==> src/rtl/spi24_pkg.sv <==
// Package: shared opcodes, frame phases and access states for the
// 24-bit three-wire register master. Assumes 8-bit register numbers
// and 16-bit register values.
package spi24_pkg;

    localparam int FRAME_BITS = 24;
    localparam int ADDR_W     = 8;
    localparam int DATA_W     = 16;

    localparam logic [7:0] OP_SELECT = 8'h70;
    localparam logic [7:0] OP_WRITE  = 8'h72;
    localparam logic [7:0] OP_READ   = 8'h73;

    typedef enum logic [2:0] {
        PH_IDLE,
        PH_LEAD,
        PH_LOW,
        PH_HIGH,
        PH_TRAIL,
        PH_GAP
    } phase_e;

    typedef enum logic [1:0] {
        AS_IDLE,
        AS_SELECT,
        AS_DATA
    } acc_state_e;

    // Builds the select frame for a register number.
    function automatic logic [FRAME_BITS-1:0] select_frame(input logic [ADDR_W-1:0] a);
        return {OP_SELECT, 8'h00, a};
    endfunction

    // Builds the second frame from the direction and write value.
    function automatic logic [FRAME_BITS-1:0] data_frame(input logic is_rd,
                                                         input logic [DATA_W-1:0] d);
        return is_rd ? {OP_READ, {DATA_W{1'b0}}} : {OP_WRITE, d};
    endfunction

endpackage

==> src/rtl/spi24_frame_engine.sv <==
// Frame engine: sends one 24-bit frame MSB first in its own chip-select
// window and captures 24 bits from the return line. Assumes HALF_CYC >= 1
// and that start is only raised while the engine is idle.
module spi24_frame_engine
    import spi24_pkg::*;
#(
    parameter int HALF_CYC = 2
) (
    input  logic                  clk,
    input  logic                  rst_n,
    input  logic                  start,
    input  logic [FRAME_BITS-1:0] frame_in,
    output logic                  done,
    output logic [FRAME_BITS-1:0] rx_word,
    output logic                  cs_n,
    output logic                  sck,
    output logic                  mosi,
    input  logic                  miso
);
    localparam int CNT_W  = $clog2(2 * HALF_CYC + 1);
    localparam int IDX_W  = $clog2(FRAME_BITS);
    localparam logic [CNT_W-1:0] HALF_LAST  = CNT_W'(HALF_CYC - 1);
    localparam logic [CNT_W-1:0] GUARD_LAST = CNT_W'(2 * HALF_CYC - 1);
    localparam logic [IDX_W-1:0] BIT_LAST   = IDX_W'(FRAME_BITS - 1);

    phase_e                ph;
    logic [CNT_W-1:0]      cnt;
    logic [IDX_W-1:0]      bit_idx;
    logic [FRAME_BITS-1:0] tx_sr;
    logic [FRAME_BITS-1:0] rx_sr;
    logic                  ph_end;

    // Picks the terminal count of the current phase.
    always_comb begin
        if (ph == PH_LOW || ph == PH_HIGH) ph_end = (cnt == HALF_LAST);
        else                               ph_end = (cnt == GUARD_LAST);
    end

    // Phase sequencing through lead guard, bit halves, trail and gap.
    always_ff @(posedge clk) begin
        if (!rst_n) begin
            ph <= PH_IDLE;
        end else begin
            case (ph)
                PH_IDLE:  if (start)  ph <= PH_LEAD;
                PH_LEAD:  if (ph_end) ph <= PH_LOW;
                PH_LOW:   if (ph_end) ph <= PH_HIGH;
                PH_HIGH:  if (ph_end) ph <= (bit_idx == BIT_LAST) ? PH_TRAIL : PH_LOW;
                PH_TRAIL: if (ph_end) ph <= PH_GAP;
                PH_GAP:   if (ph_end) ph <= PH_IDLE;
                default:  ph <= PH_IDLE;
            endcase
        end
    end

    // Cycle counter within the current phase.
    always_ff @(posedge clk) begin
        if (!rst_n || ph == PH_IDLE || ph_end) cnt <= '0;
        else                                    cnt <= cnt + 1'b1;
    end

    // Bit index and transmit shift register.
    always_ff @(posedge clk) begin
        if (!rst_n) begin
            bit_idx <= '0;
            tx_sr   <= '1;
        end else if (ph == PH_IDLE && start) begin
            bit_idx <= '0;
            tx_sr   <= frame_in;
        end else if (ph == PH_HIGH && ph_end) begin
            bit_idx <= bit_idx + 1'b1;
            tx_sr   <= {tx_sr[FRAME_BITS-2:0], 1'b1};
        end
    end

    // Samples the return line in the last cycle of each low half.
    always_ff @(posedge clk) begin
        if (!rst_n)                    rx_sr <= '0;
        else if (ph == PH_LOW && ph_end) rx_sr <= {rx_sr[FRAME_BITS-2:0], miso};
    end

    // Pin levels derived from the phase.
    always_comb begin
        cs_n = (ph == PH_IDLE || ph == PH_GAP);
        sck  = (ph != PH_LOW);
        mosi = (ph == PH_LOW || ph == PH_HIGH) ? tx_sr[FRAME_BITS-1] : 1'b1;
    end

    assign done    = (ph == PH_GAP) && ph_end;
    assign rx_word = rx_sr;

    // a low half lasts exactly HALF_CYC cycles
    a_r5_low_half: assert property (@(posedge clk) disable iff (!rst_n)
        (ph == PH_HIGH && $past(ph) == PH_LOW) |-> $past(cnt) == HALF_LAST);

    // the trail guard starts only after the last bit
    a_r1_bit_count: assert property (@(posedge clk) disable iff (!rst_n)
        (ph == PH_TRAIL && $past(ph) == PH_HIGH) |-> $past(bit_idx) == BIT_LAST);

    // chip select rises only at the end of a full trail guard
    a_r6_trail_guard: assert property (@(posedge clk) disable iff (!rst_n)
        $rose(cs_n) |-> ($past(ph) == PH_TRAIL && $past(cnt) == GUARD_LAST));

    // a new frame is requested only while the engine is idle
    a_r10_start_idle: assert property (@(posedge clk) disable iff (!rst_n)
        start |-> ph == PH_IDLE);

endmodule

==> src/rtl/spi24_access_seq.sv <==
// Access sequencer: turns one host request into a select frame followed
// by a data or read frame, then raises a one-cycle ack. Assumes the
// frame engine reports done once per started frame.
module spi24_access_seq
    import spi24_pkg::*;
#(
    parameter bit HAS_MISO = 1'b1
) (
    input  logic                  clk,
    input  logic                  rst_n,
    input  logic                  req,
    input  logic                  rw,
    input  logic [ADDR_W-1:0]     reg_addr,
    input  logic [DATA_W-1:0]     wdata,
    output logic                  busy,
    output logic                  ack,
    output logic [DATA_W-1:0]     rdata,
    output logic                  start,
    output logic [FRAME_BITS-1:0] frame,
    input  logic                  done,
    input  logic [FRAME_BITS-1:0] rx_word
);
    acc_state_e        st;
    logic              lat_rw;
    logic [DATA_W-1:0] lat_wdata;

    // Access state machine with frame start pulses.
    always_ff @(posedge clk) begin
        if (!rst_n) begin
            st    <= AS_IDLE;
            start <= 1'b0;
            frame <= '1;
        end else begin
            start <= 1'b0;
            case (st)
                AS_IDLE: if (req) begin
                    st    <= AS_SELECT;
                    start <= 1'b1;
                    frame <= select_frame(reg_addr);
                end
                AS_SELECT: if (done) begin
                    st    <= AS_DATA;
                    start <= 1'b1;
                    frame <= data_frame(lat_rw, lat_wdata);
                end
                AS_DATA: if (done) st <= AS_IDLE;
                default: st <= AS_IDLE;
            endcase
        end
    end

    // Latches the request fields when an access is accepted.
    always_ff @(posedge clk) begin
        if (!rst_n) begin
            lat_rw    <= 1'b0;
            lat_wdata <= '0;
        end else if (st == AS_IDLE && req) begin
            lat_rw    <= rw;
            lat_wdata <= wdata;
        end
    end

    // Completion pulse and read result.
    always_ff @(posedge clk) begin
        if (!rst_n) begin
            ack   <= 1'b0;
            rdata <= '0;
        end else begin
            ack <= (st == AS_DATA) && done;
            if (st == AS_DATA && done && lat_rw)
                rdata <= HAS_MISO ? rx_word[DATA_W-1:0] : '0;
        end
    end

    assign busy = (st != AS_IDLE);

    // ack lasts a single cycle
    a_r9_ack_pulse: assert property (@(posedge clk) disable iff (!rst_n)
        ack |=> !ack);

    // ack follows an access that was busy
    a_r9_ack_after_busy: assert property (@(posedge clk) disable iff (!rst_n)
        ack |-> $past(busy));

    // ack only after the second frame has finished
    a_r10_second_frame: assert property (@(posedge clk) disable iff (!rst_n)
        ack |-> ($past(st) == AS_DATA && $past(done)));

    // a request during busy leaves the latched access untouched
    a_r10_ignore_busy: assert property (@(posedge clk) disable iff (!rst_n)
        (busy && req) |=> ($stable(lat_rw) && $stable(lat_wdata)));

    generate
        if (!HAS_MISO) begin : g_no_miso
            // without a return line the read result stays zero
            a_r8_absent_zero: assert property (@(posedge clk) disable iff (!rst_n)
                ack |-> rdata == '0);
        end
    endgenerate

endmodule

==> src/rtl/spi24_reg_master.sv <==
// Top: register master for a display bridge over a 24-bit three-wire
// serial link. Assumes HALF_CYC >= 1; HAS_MISO = 0 when the return line
// is not wired.
module spi24_reg_master
    import spi24_pkg::*;
#(
    parameter int HALF_CYC = 2,
    parameter bit HAS_MISO = 1'b1
) (
    input  logic              clk,
    input  logic              rst_n,
    input  logic              req,
    input  logic              rw,
    input  logic [ADDR_W-1:0] reg_addr,
    input  logic [DATA_W-1:0] wdata,
    output logic              busy,
    output logic              ack,
    output logic [DATA_W-1:0] rdata,
    output logic              spi_cs_n,
    output logic              spi_sck,
    output logic              spi_mosi,
    input  logic              spi_miso
);
    logic                  f_start;
    logic [FRAME_BITS-1:0] f_word;
    logic                  f_done;
    logic [FRAME_BITS-1:0] f_rx;

    spi24_access_seq #(.HAS_MISO(HAS_MISO)) u_seq (
        .clk      (clk),
        .rst_n    (rst_n),
        .req      (req),
        .rw       (rw),
        .reg_addr (reg_addr),
        .wdata    (wdata),
        .busy     (busy),
        .ack      (ack),
        .rdata    (rdata),
        .start    (f_start),
        .frame    (f_word),
        .done     (f_done),
        .rx_word  (f_rx)
    );

    spi24_frame_engine #(.HALF_CYC(HALF_CYC)) u_eng (
        .clk      (clk),
        .rst_n    (rst_n),
        .start    (f_start),
        .frame_in (f_word),
        .done     (f_done),
        .rx_word  (f_rx),
        .cs_n     (spi_cs_n),
        .sck      (spi_sck),
        .mosi     (spi_mosi),
        .miso     (spi_miso)
    );

    // no serial clock activity outside a chip-select window
    a_r7_sck_in_window: assert property (@(posedge clk) disable iff (!rst_n)
        spi_cs_n |-> (spi_sck && spi_mosi));

    initial begin
        assert (HALF_CYC >= 1) else $error("HALF_CYC must be at least 1");
    end

endmodule

==> config.mk <==
export PLATFORM = sky130hd
export DESIGN_NAME = spi24_reg_master
export DESIGN_NICKNAME = d
export VERILOG_FILES = /design/src/rtl/spi24_pkg.sv /design/src/rtl/spi24_frame_engine.sv /design/src/rtl/spi24_access_seq.sv /design/src/rtl/spi24_reg_master.sv
export SDC_FILE = /design/constraint.sdc
export NUM_CORES = 1
export LEC_CHECK = 0
export ABC_AREA = 0
export CAP_MARGIN = 30
export CORE_MARGIN = 2
export CORE_UTILIZATION = 45
export CTS_CLUSTER_SIZE = 16
export DETAILED_ROUTE_END_ITERATION = 10
export PLACE_DENSITY = 0.66
export SYNTH_ARGS = -nofsm -noshare
export SYNTH_HDL_FRONTEND = slang
export SYNTH_SLANG_ARGS = --single-unit
==> constraint.sdc <==
create_clock -name clk -period 1.8 [get_ports clk]
set_input_delay 0.36 -clock clk [delete_from_list [all_inputs] [get_ports clk]]
set_output_delay 0.36 -clock clk [all_outputs]
set_load 0.01 [all_outputs]
Word-level counts from Yosys, hierarchy flattened
Cells that the tools add are included.
{ "word_totals": {"regBits": 112, "latchBits": 0, "mem_bits_rw": 0, "rom_bits": 0, "inputBits": 29, "out_inout_bits": 21, "word_cells": 79, "memories": 0} }
{ "classes": {"add_sub_neg": 2, "n_mul": 0, "n_div": 0, "n_lt_le_gt_ge": 0, "eq_ne": 20, "shifts": 0, "mux": 23, "bitwise_logic": 1, "n_reduce_logical": 21} }
{ "op_table": {"columns": ["operator", "count"], "rows": [
  ["two-way mux 24 bit", 4],
  ["one-hot mux 24 bit (2 select lines)", 1],
  ["two-way mux 3 bit", 7],
  ["one-hot mux 3 bit (6 select lines)", 1],
  ["two-way mux 17 bit", 1],
  ["!= test 2 x 1 -> 1 bit (second input constant)", 7],
  ["equality test 3 x 2 -> 1 bit (second input constant)", 3],
  ["logical AND 1 bit", 7],
  ["equality test 3 x 1 -> 1 bit (second input constant)", 2],
  ["equality test 3 bit (second input constant)", 2],
  ["two-way mux 2 bit", 3],
  ["one-hot mux 2 bit (3 select lines)", 1],
  ["AND reduction 3 bit", 2],
  ["AND reduction 6 bit", 1],
  ["nonzero test 2 bit", 3],
  ["adder 5 x 1 -> 5 bit (second input constant)", 1],
  ["equality test 5 bit (second input constant)", 1],
  ["logical OR 1 bit", 4],
  ["two-way mux 1 bit", 4],
  ["!= test 2 bit (second input constant)", 2],
  ["adder 3 x 1 -> 3 bit (second input constant)", 1],
  ["logical NOT 3 bit", 1],
  ["!= test 3 x 2 -> 1 bit (second input constant)", 1],
  ["equality test 2 x 1 -> 1 bit (second input constant)", 1],
  ["other kinds (6)", 6]
]} }

Depth between registers and ports, before layout
Gate-level depths: netlist (run 1).
{ "logic_depth": {"ltp_word": 6, "ltp_mapped": 7, "depth_no_buf": 5} }

Cells and area by module
A second synthesis (run 1) with hierarchy kept.
{ "unflattened": {"cells_unflattened": 549, "hier_area_um2": 4649.5} }
{ "modules_own_cells": {"columns": ["module", "instances", "cells_each", "area_each_um2", "seq_area_each_um2"], "rows": [
  ["spi24_frame_engine", 1, 310, 2504.9, 1181.1],
  ["spi24_access_seq", 1, 239, 2144.6, 1121.1]
]} }

Worst setup path before layout (run 1)
OpenSTA, ideal clock, no wires.
{ "synth_timing": {"kind": "input -> register", "from": "input req", "to": "register u_seq.frame[11]", "setup_ns": 0.134, "arrival_time_ns": 1.438, "required_ns": 1.666, "slack_ns": 0.228, "cell_stages": 6, "path_buffers": 2, "cell_sequence": "or3b_2 > o31a_1 > buf_4 > buf_6 > a211oi_1 > a31oi_1"} }
{ "synth_between": {"elab_chain_cells": 2} }
{ "synth_lines": {"columns": ["element", "line_no", "text"], "rows": [
  ["start: declaration", "spi24_reg_master.sv:12", "input logic req,"],
  ["!= test 2 bit (no source line)", null, null],
  ["AND reduction 3 bit (no source line)", null, null],
  ["end signal: assignment", "spi24_access_seq.sv:39", "frame <= select_frame(reg_addr);"],
  ["end signal: assignment", "spi24_access_seq.sv:44", "frame <= data_frame(lat_rw, lat_wdata);"],
  ["end: declaration", "spi24_access_seq.sv:19", "output logic [FRAME_BITS-1:0] frame,"]
]} }
No other way between the ends.
A chain may end at the register's enable or synchronous reset.

Worst setup path after layout (run 1)
{ "layout_timing": {"from": "input req", "to": "register u_seq.frame[6]"} }
The elaborated chain is that of the path after synthesis.

==> results of run 1 <==
## through the flow
step                 util  power, mW  hold WS [ns]  cell area [sq um]
floorplan               -       2.80         0.423               4410
global placement    0.535       2.95         0.442               5150
detailed placement  0.535       2.96         0.447               5150
CTS                 0.560       4.58         0.446               5400
global route        0.564       4.76         0.478               5440
finish              0.564       4.54         0.460               5440
## flip-flops by register name (all words and copies together), names as in the netlist
register,cells
u_eng.bit_idx,5
u_eng.cnt,3
u_eng.ph,3
u_eng.rx_word,16
u_eng.tx_sr,24
u_seq.ack,1
u_seq.frame,19
u_seq.lat_rw,1
u_seq.lat_wdata,16
u_seq.rdata,16
u_seq.st,2
u_seq.start,1
## final timing paths
kind              startpoint              end  cells past startpoint
min          u_seq.rdata[15]  u_seq.rdata[15]                      2
max                      req   u_seq.frame[6]                      6
min reg2reg  u_seq.rdata[15]  u_seq.rdata[15]                      2
max reg2reg      u_eng.ph[1]   u_eng.tx_sr[7]                      7
## synth_stat cells, drive strengths merged (2+ instances only)
cell type,count,share of area
xnor2,2,0.0040
nor2b,3,0.0043
nor2,35,0.030
and3,4,0.0057
dfxtp,107,0.49
nand2b,4,0.0057
a21boi,5,0.0085
a2111oi,2,0.0054
inv,14,0.012
a211oi,8,0.014
nor4,2,0.0028
nand3,19,0.022
a31o,3,0.0060
a21oi,46,0.052
xor2,5,0.0099
nand2,105,0.089
o21a,2,0.0034
nor3b,13,0.023
and2,2,0.0028
mux2i,4,0.0091
nor3,6,0.0068
buf,24,0.035
clkbuf,20,0.018
ha,2,0.0057
and3b,2,0.0043
o211ai,8,0.014
nand4,4,0.0057
or3,11,0.016
a311oi,8,0.016
a31oi,17,0.024
o21ai,25,0.028
## logic make-up (layout without fill, tap and decap cells)
logic type / Yosys count / count (layout) / synth area share
AND/OR/NAND/NOR: 218 / 218 / 0.238
flip-flops: 107 / 107 / 0.486
adder cells (fa/ha/maj): 2 / 2 / 0.00568
buffers and inverters: 58 / 119 / 0.0642
XOR/XNOR: 7 / 7 / 0.0139
multiplexers: 4 / 4 / 0.00909
AO/OA/AOI/OAI: 130 / 130 / 0.183
## worst max-delay path, cell delays in order
cell	delay, ns
clkdlybuf4s50_1	0.48
or3b_2	0.47
o31a_2	0.23
buf_4	0.22
nand2_1	0.08
o211ai_1	0.10
## layout make-up
cell class / instances / share of cell area
clock buffers: 10 / 0.0235
multi-input cells: 361 / 0.367
well taps: 133 / 0.0306
flip-flops and latches: 107 / 0.395
repair buffers: 89 / 0.156
clock inverters: 6 / 0.0172
inverters: 14 / 0.00966
## cells in the final DEF, fill, tap and decap left out, drive strengths merged, types with 6 or more instances in the layout
| cell | Yosys | final |
|---|---|---|
| clkdlybuf4s50 | 0 | 44 |
| o211ai | 8 | 8 |
| or3 | 11 | 11 |
| dfxtp | 107 | 107 |
| nor2 | 35 | 35 |
| a21oi | 46 | 46 |
| a311oi | 8 | 8 |
| a211oi | 8 | 8 |
| nand3 | 19 | 19 |
| clkbuf | 20 | 11 |
| o21ai | 25 | 25 |
| nor3b | 13 | 13 |
| a31oi | 17 | 17 |
| buf | 24 | 40 |
| nor3 | 6 | 6 |
| inv | 14 | 17 |
| nand2 | 105 | 105 |
## repair_timing
| action | CTS | global route |
|---|---|---|
| resized for setup | 12 | 4 |
| pin swaps | 0 | 1 |
| buffers inserted | 1 | 1 |
| cloned | 0 | 1 |
| setup endpoints to repair | 5 | 5 |
## layer usage
metal / global-route usage / vias to the layer above / part of all wire
met3: 0.0353 / 9 / 0.037
met1: 0.269 / 1722 / 0.49
met2: 0.282 / 75 / 0.46
met5: 0 / - / 0
li1: - / 1934 / -
met4: 0.0830 / 0 / 0.014
## power groups by stage
stage / Sequential (mW) / Clock [mW] / Combinational, mW
global route: 2.51 / 1.79 / 0.470
floorplan: 2.53 / 0 / 0.262
detailed placement: 2.55 / 0 / 0.411
global placement: 2.55 / 0 / 0.400
finish: 2.49 / 1.63 / 0.420
CTS: 2.49 / 1.68 / 0.411
==> metrics, run 1 <==
Root Driver clkbuf_8; via count 3740; Final ANT Viol Nets 0; Post-CTS Hold Buffers 0; Port Buffer Count 49; Startpoint Class input port; row cnt 36; DP Worst Slack -0.397 ns; share of cells above drive strength 1 0.124; clk_skew 0.0129 ns; DRT Pass-1 Iters 5; Reg2Reg Setup Slack roughly 0.090 ns; setup ws final 0.0750 ns; Worst-Margin Slew 0.528 ns; Initial Util 0.457; Total GRT Usage 0.190; vias in the first global route ~3400; post-synthesis area per instance between 8 and 9 sq um; Achievable Freq between 500 and 600 MHz; critical path type in2reg; register area 2150 sq um; minimum clock period about 1.7 ns; synthesized flop and latch total between 100 and 150; fillers 882; first-pass GRT wire length 16100 um; critical path arrival 1.95 ns; setup violators final 0; Hold Path Class reg2reg; Top FF cell, synth dfxtp_1; crit share post-route 0.958; drt drc 0; multi-input logic area 2000 sq um; Antenna diodes 0; Syn Nets 557; max cap viols 0; drt wl/cell ~13 um; switching pwr 1.09 mW; Worst setup EP type register; Gate power share 0.093; Mapped Cells 526; Iter 0 DRT Violations 229; Pint 3.45 mW; normalized max-slew margin 0.647; initial antenna violation count 0; Max clock buf depth 2; GP Congestion 0.787; synthesized cell area 4410 sq um; switching share of power 0.240; Max FO, Critical Path 15; clk_lat worst skew about 0.37 ns; I/O pins 50; vias per std cell 5.19; Num CTS Buffers 9; status finished clean; clk slew on worst S/H paths 0.10 ns; Leak 2.06 nW; detailed-route wire length 9310 um; H-tree level count 3; core area 9640 sq um; Final Max Tran Viols 0; pwr dens ~830 nW/um^2; clock network power share 0.358; final hold vios 0; final setup TNS 0 ns; synth warn 0; largest net degree at the start of global routing between 80 and 90; peak supply drop 0.452 mV; Yosys cell types 54; placed cells 701; layout overhead on the synthesized area 23.5%; Die ar. 10600 sq um; clk sinks 107; global route overflow 0; Post-synth EDFFs 0; CTS tree built; Seq/Total Area, Yosys 0.486; sequential power share 0.549; nets roughly 600; Async SR Flop Fraction 0; final non-filler cell total between 700 and 800; die width a little over 100 um; Critical Path RT 2.03 ns; Post-DP HPWL ~6500 um; RSZ-0062 raised after global routing no; Die Y-Extent between 100 and 150 um
No activity file was read; power rests on OpenSTA's default activity.
==> run 2, diff against run 1 <==
--- a/config.mk
+++ b/config.mk
@@ -8,10 +8,11 @@
 export ABC_AREA = 0
 export CAP_MARGIN = 30
 export CORE_MARGIN = 2
-export CORE_UTILIZATION = 45
+export CORE_UTILIZATION = 55
 export CTS_CLUSTER_SIZE = 16
 export DETAILED_ROUTE_END_ITERATION = 10
-export PLACE_DENSITY = 0.66
+export HOLD_SLACK_MARGIN = 0.15
+export PLACE_DENSITY = 0.78
 export SYNTH_ARGS = -nofsm -noshare
 export SYNTH_HDL_FRONTEND = slang
 export SYNTH_SLANG_ARGS = --single-unit
==> run 2 against run 1 <==
Effect of this change: routed wire length is 1.0% lower; design area is 1.4% lower; maximum frequency is 0.20% lower; clock skew is 0.0064 ns lower; die area is 18% lower; via count is 0.45% higher; critical path depth stayed put; count of clock-buffer cells in the layout is 3 higher; critical endpoint is now u_seq.frame[11].
==> metrics, run 2 (synthesis results as in run 1) <==
fillers 629 (-29%); final setup TNS 0 ns (unchanged); critical path cell sequence buf_4 > nand2b_2 > o31a_1 > buf_12 > a211oi_2 > a31oi_1; Largest Register u_eng.tx_sr; Startpoint Class register; Max FO, Critical Path 9 (-6); status finished clean; layout overhead on the synthesized area 21.7%; highest metal used met4; Post-CTS Hold Buffers 0 (unchanged); critical path arrival 1.95 ns (about the same); Num CTS Buffers 9 (unchanged); clk_lat worst skew 0.35 ns (-0.02 ns); RSZ-0062 raised after global routing yes; max reg flops 24 (unchanged); global route overflow 0 (unchanged); Max clock buf depth 2 (unchanged); Critical Path RT 2.02 ns (about the same); GP Congestion 0.827 (+5.0%); H-tree level count 3 (unchanged); design area 5360 sq um (-1.4%); most frequent cells in the layout 105 x nand2_1, 104 x dfxtp_1, 46 x a21oi_1, 44 x clkdlybuf4s50_1, 34 x nor2_1; I/O pins 50 (unchanged); Largest delay share family, worst path compound AO/OA/AOI/OAI gates; WL met1 4330 um (-4.8%); initial antenna violation count 0 (unchanged); minimum clock period 1.73 ns (+0.00351 ns); detailed-route wire length 9220 um (-1.0%); Initial Util 0.570 (+0.113); first-pass GRT wire length 15800 um (-1.5%); Die Y-Extent 93.5 um (-9.2%); clk sinks 107 (unchanged); drt wl/cell 13.5 um (+4.7%); final hold vios 0 (unchanged); DR WL met3 299 um (-12%); nets 605 (-1.3%); normalized max-slew margin 0.618 (-0.0293); vias in the first global route 3456 (+2.5%); Pwr Total 4.38 mW (-3.4%); Iter 0 DRT Violations 229 (unchanged); Leak 2.02 nW (-2.0%); Buf/Inv on CP 2 (unchanged); Total GRT Usage 0.222 (+0.0316); largest net degree at the start of global routing 81 (unchanged); vias per std cell 5.52 (+6.2%); core area 7730 sq um (-20%); critical path type reg2reg; slowest cell on the critical path o31a_1; clk_skew 0.00650 ns (-0.00642 ns); Post-DP Area 5070 sq um (-1.7%); clk slew on worst S/H paths 0.09 ns (about the same); Worst-Margin Slew 0.573 ns (+0.0453 ns); Final Max Tran Viols 0 (unchanged); pwr dens 817 nW/um^2 (-2.0%); share of cells above drive strength 1 0.123 (-0.00174); Port Buffer Count 49 (unchanged); max cap viols 0 (unchanged); via count 3757 (+0.45%); die width 93.5 um (-9.2%); Root Driver clkbuf_8; Regs by FF count u_eng.tx_sr x24, u_seq.frame x19; drt drc 0 (unchanged); row cnt 32 (-11%); routed wl met2 4490 um (+4.8%); Die ar. 8740 sq um (-18%); commonest non-fill, non-tap cell in the layout nand2_1; CTS tree built; CP peak stage delay 0.40 ns (-0.08 ns); DRT Pass-1 Iters 4 (-1); Achievable Freq 579 MHz (-0.20%); Worst setup EP type register; crit share post-route 0.960 (+0.00195); Post-DP HPWL 6170 um (-4.4%); peak supply drop 0.460 mV (+1.7%); Fin Hold WS 0.456 ns (-0.00346 ns); Hold Path Class reg2reg; setup violators final 0 (unchanged); Final ANT Viol Nets 0 (unchanged); Antenna diodes 0 (unchanged)
run 2: metrics by stage:
step	setup slack, ns	cells	util
floorplan	0.228	526	-
global placement	-0.269	662	0.656
detailed placement	-0.311	662	0.656
CTS	0.00842	681	0.686
global route	-0.0177	681	0.694
finish	0.0715	681	0.694
run 2: timing repair:
item | in CTS | in global routing
pin swaps | 0 | 2
setup buffers | 3 | 0
setup endpoints to repair | 7 | 16
gates resized for setup | 10 | 15
run 2: area by class of cell:
class	count	area, sq um	area share
Sequential cell	107	2150	0.401
Multi-Input combinational cell	361	2040	0.381
Timing Repair Buffer	81	795	0.148
Clock buffer	13	149	0.0278
Tap cell	102	128	0.0238
Inverter	14	52.6	0.00980
Clock inverter	3	46.3	0.00863
run 2: report_power, final:
part	leakage (nW)	internal [mW]	total [mW]	switching (mW)
registers	0.874	2.45	2.49	0.0474
clock network	0.0943	0.690	1.47	0.776
logic	1.05	0.197	0.422	0.225
total	2.02	3.33	4.38	1.05
run 2: metal layers:
layer | vias to the layer above | track usage
li1 | 1921 | -
met1 | 1762 | 0.306
met2 | 65 | 0.354
met3 | 9 | 0.0306
met4 | 0 | 0.0821
met5 | - | 0
run 2: final timing paths:
path	cells after the start	slack (ns)	startpoint	end
worst max-delay path	6	0.07	u_eng.ph[1]	u_seq.frame[11]
worst min-delay path	2	0.46	u_seq.lat_wdata[2]	u_seq.lat_wdata[2]
worst max register to register	6	0.07	u_eng.ph[1]	u_seq.frame[11]
worst min register to register	2	0.46	u_seq.lat_wdata[2]	u_seq.lat_wdata[2]
run 2: worst reg2reg max path, delay by kind of cell (launching register included):
kind | cells | cell delay [ns]
AO/OA/AOI/OAI | 3 | 0.68
flip-flops | 1 | 0.35
buffers and inverters | 2 | 0.35
AND/OR/NAND/NOR | 1 | 0.22
